--- config.mk ---
export PLATFORM = sky130hd
export DESIGN_NAME = pwm_slot_rx
export DESIGN_NICKNAME = d
export VERILOG_FILES = /design/src/rtl/pwm_rx_pkg.sv /design/src/rtl/pwm_line_sync.sv /design/src/rtl/pwm_slot_timer.sv /design/src/rtl/pwm_bit_collector.sv /design/src/rtl/pwm_slot_rx.sv
export SDC_FILE = /design/constraint.sdc
export NUM_CORES = 1
export LEC_CHECK = 0
export ABC_AREA = 0
export BUFFER_PORTS_ARGS = -buffer_cell sky130_fd_sc_hd__buf_2
export CORE_ASPECT_RATIO = 1.2
export CORE_MARGIN = 2
export CORE_UTILIZATION = 25
export CTS_BUF_LIST = sky130_fd_sc_hd__clkbuf_4 sky130_fd_sc_hd__clkbuf_8 sky130_fd_sc_hd__clkbuf_16
export DETAILED_ROUTE_END_ITERATION = 16
export HOLD_SLACK_MARGIN = 0.03
export PLACE_DENSITY = 0.41
export SYNTH_ARGS = -nofsm -noshare
export SYNTH_HDL_FRONTEND = slang
export SYNTH_SLANG_ARGS = --single-unit
--- constraint.sdc ---
create_clock -name clk -period 1.9 [get_ports clk]
set_input_delay 0.57 -clock clk [delete_from_list [all_inputs] [get_ports clk]]
set_output_delay 0.57 -clock clk [all_outputs]
set_load 0.005 [all_outputs]
--- src/rtl/pwm_rx_pkg.sv ---
// Shared types for the single-wire slot receiver.
package pwm_rx_pkg;
    // Slot timer run state: stopped while the bus is quiet, running after an edge.
    typedef enum logic {
        TMR_STOPPED = 1'b0,
        TMR_RUNNING = 1'b1
    } tmr_state_e;
endpackage

--- src/rtl/pwm_line_sync.sv ---
// Brings the asynchronous bus level into the clock domain through STAGES flops
// and flags falling edges of the synchronised level.
// Assumes an idle-high bus, so every flop resets to 1.
module pwm_line_sync #(
    parameter int STAGES = 2
) (
    input  logic clk,
    input  logic rst_n,
    input  logic line_i,
    output logic line_o,
    output logic fall_o
);
    logic [STAGES-1:0] sync_q;
    logic              prev_q;

    for (genvar g = 0; g < STAGES; g++) begin : g_stage
        if (g == 0) begin : g_first
            // First flop captures the raw pin.
            always_ff @(posedge clk) begin
                if (!rst_n) sync_q[g] <= 1'b1;
                else        sync_q[g] <= line_i;
            end
        end else begin : g_next
            // Later flops resolve metastability.
            always_ff @(posedge clk) begin
                if (!rst_n) sync_q[g] <= 1'b1;
                else        sync_q[g] <= sync_q[g-1];
            end
        end
    end

    // Remember the last synchronised level for edge detection.
    always_ff @(posedge clk) begin
        if (!rst_n) prev_q <= 1'b1;
        else        prev_q <= sync_q[STAGES-1];
    end

    assign line_o = sync_q[STAGES-1];
    assign fall_o = prev_q & ~sync_q[STAGES-1];
endmodule

--- src/rtl/pwm_slot_timer.sv ---
// Gated slot timer. A falling edge starts it (or restarts it) at count 1. It
// flags the sample point at SAMPLE_DLY and the frame timeout at FRAME_TMO,
// then stops until the next edge.
// Assumes FRAME_TMO is larger than one full slot, and so larger than SAMPLE_DLY.
module pwm_slot_timer
    import pwm_rx_pkg::*;
#(
    parameter int SAMPLE_DLY = 20,
    parameter int FRAME_TMO  = 100
) (
    input  logic clk,
    input  logic rst_n,
    input  logic fall_i,
    output logic sample_o,
    output logic timeout_o,
    output logic early_o,
    output logic start_o
);
    localparam int CW = $clog2(FRAME_TMO + 1);
    localparam logic [CW-1:0] SAMPLE_AT = CW'(SAMPLE_DLY);
    localparam logic [CW-1:0] TMO_AT    = CW'(FRAME_TMO);

    tmr_state_e    state_q;
    logic [CW-1:0] cnt_q;
    logic          running;

    assign running = (state_q == TMR_RUNNING);

    // Count clocks since the last edge; stop at the frame timeout.
    always_ff @(posedge clk) begin
        if (!rst_n) begin
            state_q <= TMR_STOPPED;
            cnt_q   <= '0;
        end else if (fall_i) begin
            state_q <= TMR_RUNNING;
            cnt_q   <= CW'(1);
        end else if (running) begin
            if (cnt_q == TMO_AT) begin
                state_q <= TMR_STOPPED;
                cnt_q   <= '0;
            end else begin
                cnt_q <= cnt_q + CW'(1);
            end
        end
    end

    assign sample_o  = running && (cnt_q == SAMPLE_AT);
    assign timeout_o = running && (cnt_q == TMO_AT) && !fall_i;
    assign early_o   = fall_i && running && (cnt_q < SAMPLE_AT);
    assign start_o   = fall_i && !running;
endmodule

--- src/rtl/pwm_bit_collector.sv ---
// Collects sampled bits into a frame word, LSB first, and closes the frame on
// timeout: it presents the count and the word with a strobe, then clears.
// Assumes sample and timeout never fall in the same cycle.
module pwm_bit_collector #(
    parameter int MAX_BITS = 16
) (
    input  logic                        clk,
    input  logic                        rst_n,
    input  logic                        sample_i,
    input  logic                        line_i,
    input  logic                        timeout_i,
    output logic                        bit_valid_o,
    output logic                        bit_o,
    output logic                        frame_end_o,
    output logic [$clog2(MAX_BITS+1)-1:0] frame_bits_o,
    output logic [MAX_BITS-1:0]         frame_data_o
);
    localparam int BW = $clog2(MAX_BITS + 1);
    localparam logic [BW-1:0] FULL = BW'(MAX_BITS);

    logic [BW-1:0]       count_q;
    logic [MAX_BITS-1:0] data_q;

    // Track the number of stored bits, saturating at MAX_BITS.
    always_ff @(posedge clk) begin
        if (!rst_n || timeout_i)             count_q <= '0;
        else if (sample_i && count_q != FULL) count_q <= count_q + BW'(1);
    end

    for (genvar i = 0; i < MAX_BITS; i++) begin : g_slot_bit
        // Each word position captures the sample whose index matches it.
        always_ff @(posedge clk) begin
            if (!rst_n || timeout_i)                     data_q[i] <= 1'b0;
            else if (sample_i && count_q == BW'(i))      data_q[i] <= line_i;
        end
    end

    // Register the per-slot result strobe.
    always_ff @(posedge clk) begin
        if (!rst_n) begin
            bit_valid_o <= 1'b0;
            bit_o       <= 1'b0;
        end else begin
            bit_valid_o <= sample_i;
            if (sample_i) bit_o <= line_i;
        end
    end

    // Present the closed frame on timeout.
    always_ff @(posedge clk) begin
        if (!rst_n) begin
            frame_end_o  <= 1'b0;
            frame_bits_o <= '0;
            frame_data_o <= '0;
        end else begin
            frame_end_o <= timeout_i;
            if (timeout_i) begin
                frame_bits_o <= count_q;
                frame_data_o <= data_q;
            end
        end
    end
endmodule

--- src/rtl/pwm_slot_rx.sv ---
// Top of the single-wire slot receiver: synchroniser, gated slot timer, bit
// collector and open-drain response driver.
// Assumes an idle-high wired bus whose level, including this block's own pull,
// is fed back on line_i.
module pwm_slot_rx #(
    parameter int SYNC_STAGES = 2,
    parameter int SAMPLE_DLY  = 20,
    parameter int FRAME_TMO   = 100,
    parameter int MAX_BITS    = 16
) (
    input  logic                          clk,
    input  logic                          rst_n,
    input  logic                          line_i,
    input  logic                          resp_en_i,
    input  logic                          resp_bit_i,
    output logic                          line_pull_o,
    output logic                          bit_valid_o,
    output logic                          bit_o,
    output logic                          frame_start_o,
    output logic                          frame_end_o,
    output logic [$clog2(MAX_BITS+1)-1:0] frame_bits_o,
    output logic [MAX_BITS-1:0]           frame_data_o,
    output logic                          slot_err_o
);
    logic line_s, fall, sample, timeout, early, start;

    pwm_line_sync #(.STAGES(SYNC_STAGES)) u_sync (
        .clk    (clk),
        .rst_n  (rst_n),
        .line_i (line_i),
        .line_o (line_s),
        .fall_o (fall)
    );

    pwm_slot_timer #(.SAMPLE_DLY(SAMPLE_DLY), .FRAME_TMO(FRAME_TMO)) u_timer (
        .clk       (clk),
        .rst_n     (rst_n),
        .fall_i    (fall),
        .sample_o  (sample),
        .timeout_o (timeout),
        .early_o   (early),
        .start_o   (start)
    );

    pwm_bit_collector #(.MAX_BITS(MAX_BITS)) u_coll (
        .clk          (clk),
        .rst_n        (rst_n),
        .sample_i     (sample),
        .line_i       (line_s),
        .timeout_i    (timeout),
        .bit_valid_o  (bit_valid_o),
        .bit_o        (bit_o),
        .frame_end_o  (frame_end_o),
        .frame_bits_o (frame_bits_o),
        .frame_data_o (frame_data_o)
    );

    // Register the frame-start and early-edge strobes.
    always_ff @(posedge clk) begin
        if (!rst_n) begin
            frame_start_o <= 1'b0;
            slot_err_o    <= 1'b0;
        end else begin
            frame_start_o <= start;
            slot_err_o    <= early;
        end
    end

    // Hold the line low from the slot edge through the sample when sending a 0.
    always_ff @(posedge clk) begin
        if (!rst_n)      line_pull_o <= 1'b0;
        else if (fall)   line_pull_o <= resp_en_i & ~resp_bit_i;
        else if (sample) line_pull_o <= 1'b0;
    end
endmodule

==> impl_metrics.csv <==
group,metric,value,unit
clock_tree,clk_latency,0.33,ns
logic_synthesis,synth_compound_area_share,22.14,%
drt,drt_iter0_markers,83,
logic_synthesis,synth_nets,307,
timing,fin_crit,1.768,ns
timing,max_slew_margin,60.38,%
global_routing,grt_pass1_vias,2218,
timing,tns,0,ns
final_layout,antenna_cells,0,
worst_setup_path,crit_type,"reg2reg",
timing,finalClockSkew,0.006339,ns
logic_synthesis,ys_ff_latch,59,
power,ir_worst_vdd,0.3341,mV
clock_tree,cts_sinks,59,
placement,dp_cells,444,
global_routing,grt_pass1_wl,11.03,mm
logic_synthesis,syn_area,2673,um2
logic_synthesis,synth_top_cells_by_area,"dfxtp_1, o32ai_1, inv_1, a21oi_1, a31o_2",
worst_setup_path,rrSetupSlack,0.13,ns
clock_tree,cts_root_buffer,"clkbuf_16",
placement,dp.final_hpwl,4.267,mm
logic_synthesis,seq_area_frac_synth,44.19,%
clock_tree,hold_buffers,0,
run,cap_violations,0,
logic_synthesis,synth_edf_count,0,
logic_synthesis,synthAdderAreaFrac,3.277,%
power,power.leakage,1.232,nW
logic_synthesis,synth.mux.area_fraction,0,%
clock_tree,numCtsBuffers,9,
final_layout,fin_nets,338,
logic_synthesis,synth-xor-area-share,0.9831,%
floorplan,start_util,25.54,%
logic_synthesis,synth_top_area_share,44.19,%
clock_tree,cts_tree,"built",
logic_synthesis,async_flop_share,0,%
floorplan,fp.dieW,98.39,um
logic_synthesis,ys_types,41,
worst_setup_path,end_kind,"flip-flop",
worst_setup_path,critical_path_required,2.17,ns
floorplan,io_pins,32,
power,powerDensity,912.9,nW/um2
hold_path,min_path_type,"reg2reg",
drt,routed_wl,6.660,mm
global_routing,grt_antenna_before_repair,0,
drt,postRouteAntennaNets,0,
timing,hold_viol_final,0,
timing,fmax,565.7,MHz
timing,rsz0062_at_grt,"no",
timing,finalCritPeriodShare,93.04,%
final_layout,final_cell_mix,"dfxtp_1, inv_1, buf_2",
timing,worst_pin_slew,0.5864,ns
worst_setup_path,r2r-start,"u_coll.count_q[1]$_SDFFE_PP0P_",
drt,drt_first_pass_iters,4,
final_layout,drive_gt1_share,25.08,%
logic_synthesis,yosysTopAreaCell,"dfxtp_1",
clock_tree,clockBufferDepth,2,
floorplan,chipHeight,117.3,um
drt,vias,2253,
logic_synthesis,postSynthCellCount,295,
worst_setup_path,r2r_end,"u_coll.data_q[3]$_SDFFE_PP0P_",
floorplan,fp.coreArea,10470,um2
hold_path,min_to,"u_sync.line_o$_SDFF_PN1_",
worst_setup_path,reg2reg_depth,4,
global_routing,grt_max_degree,43,
timing,drv_slew,0,
logic_synthesis,synthSimpleGateAreaFrac,18.54,%
timing,whs,0.4099,ns
clock_tree,htreeDepth,3,
logic_synthesis,syn_area_per_cell,9.060,um2
final_layout,mostFrequentLayoutCell,"dfxtp_1",
logic_synthesis,synth_top_flop_cell,"dfxtp_1",
drt,via_per_inst,4.898,
logic_synthesis,synth_top_family_by_area,"compound AO/OA/AOI/OAI gates",
logic_synthesis,yosys_warnings,0,
timing,setup_violations,0,
worst_setup_path,cp_max_fo,6,
placement,port_buffers,31,
drt,drc,0,
global_routing,overflow,0,
hold_path,min_from,"u_sync.sync_q[0]$_SDFF_PN1_",
hold_path,min_path_cells,1,
worst_setup_path,critPathLaunchType,"flip-flop",
clock_tree,cts.clk_slew.worst_paths,0.06,ns
status,outcome,"finished clean",
worst_setup_path,worstPathArrival,2.04,ns
drt,wire_per_inst,14.48,um
floorplan,placementRows,41,
global_routing,grt_use_total,12.42,%
final_layout,area_delta_synth_final,26.17,%
placement,place_congestion,0.7518,
floorplan,dieArea,11540,um2
final_layout,final_cells,460,
-- layer usage --
metal	up-vias	part of all wire [%]	global-route usage, %	wire, um
met5	-	0	0	0
met4	0	2.7	6.667	180
met3	12	3.7	4.394	249
met2	35	50	21.36	3316
met1	1062	44	13.50	2914
li1	1144	-	-	-
-- stage by stage --
| step | setup slack, ns | area (um2) | power (W) | util, % |
|---|---|---|---|---|
| after floorplan | 0.2561 | 2673 | 0.001339 | - |
| after global placement | 0.1520 | 3037 | 0.001380 | 29.02 |
| after detailed placement | 0.1405 | 3037 | 0.001380 | 29.02 |
| after CTS | 0.1214 | 3349 | 0.003125 | 32.01 |
| after global routing | 0.003146 | 3372 | 0.003198 | 32.22 |
| final | 0.1323 | 3372 | 0.003078 | 32.22 |
-- registers in the layout, summed over array words and instances, names as in the netlist --
register and cells:
u_sync.sync_q 1, u_sync.prev_q 1, u_coll.bit_o 1, u_coll.frame_bits_o 5
u_sync.line_o 1, u_coll.bit_valid_o 1, u_coll.data_q 16, u_coll.count_q 5
line_pull_o 1, frame_start_o 1, u_coll.frame_data_o 16, u_timer.cnt_q 7
u_timer.running 1, u_coll.frame_end_o 1, slot_err_o 1
-- what timing repair did --
item                                    in CTS  in global routing
endpoints found under the hold margin        0                  0
resized for setup                            0                  3
endpoints found under the setup margin       0                  3
buffers inserted                             0                  0
-- cell usage after synthesis, types with 4 or more instances --
master / number
o31ai_1: 4
nand2_1: 6
o32ai_1: 21
clkbuf_1: 19
inv_1: 47
dfxtp_1: 59
and4b_1: 4
o21ai_0: 4
ha_1: 7
buf_2: 7
nand4_1: 18
nor4bb_1: 8
a31o_2: 14
a21oi_1: 27
nor2_1: 4
-- logic make-up (layout without fill, tap and decap cells) --
| family | Yosys count | count (layout) |
|---|---|---|
| AO/OA/AOI/OAI | 81 | 81 |
| buffers and inverters | 74 | 110 |
| AND/OR/NAND/NOR | 71 | 71 |
| flip-flops | 59 | 59 |
| adder cells (fa/ha/maj) | 7 | 7 |
| XOR/XNOR | 3 | 3 |
-- how the worst max path moves through the flow --
| stage | from | endpoint |
|---|---|---|
| global placement | u_coll.count_q[0]$_SDFFE_PP0P_ | u_coll.data_q[0]$_SDFFE_PP0P_ |
| global route | u_timer.cnt_q[0]$_SDFFE_PN0P_ | u_coll.frame_data_o[13]$_SDFFE_PN0P_ |
| floorplan | u_timer.cnt_q[0]$_SDFFE_PN0P_ | u_coll.count_q[0]$_SDFFE_PP0P_ |
| detailed placement | u_coll.count_q[1]$_SDFFE_PP0P_ | u_coll.data_q[3]$_SDFFE_PP0P_ |
| CTS | u_coll.count_q[0]$_SDFFE_PP0P_ | u_coll.data_q[0]$_SDFFE_PP0P_ |
| finish | u_coll.count_q[1]$_SDFFE_PP0P_ | u_coll.data_q[3]$_SDFFE_PP0P_ |
-- power breakdown --
group / switching, W / leakage (nW) / internal (W)
sequential: 0.00000548 / 0.476 / 0.00125
clock: 0.000573 / 0.159 / 0.00115
combinational: 0.0000700 / 0.597 / 0.0000329
-- worst max-delay path: stages (launching register included) --
cell	delay [ns]
dfxtp_1	0.40
ha_1	0.29
or4b_1	0.47
or4_1	0.41
a21oi_1	0.14
-- layout make-up --
type / count / area [um2]
inverter: 47 / 176.4
clock buffer: 10 / 232.7
sequential: 59 / 1181
fill: 1134 / 7093
timing repair buffer: 47 / 300.3
tap: 129 / 161.4
clock inverter: 6 / 80.08
multi-input combinational: 162 / 1240
Power figures use the tool's default switching activity.
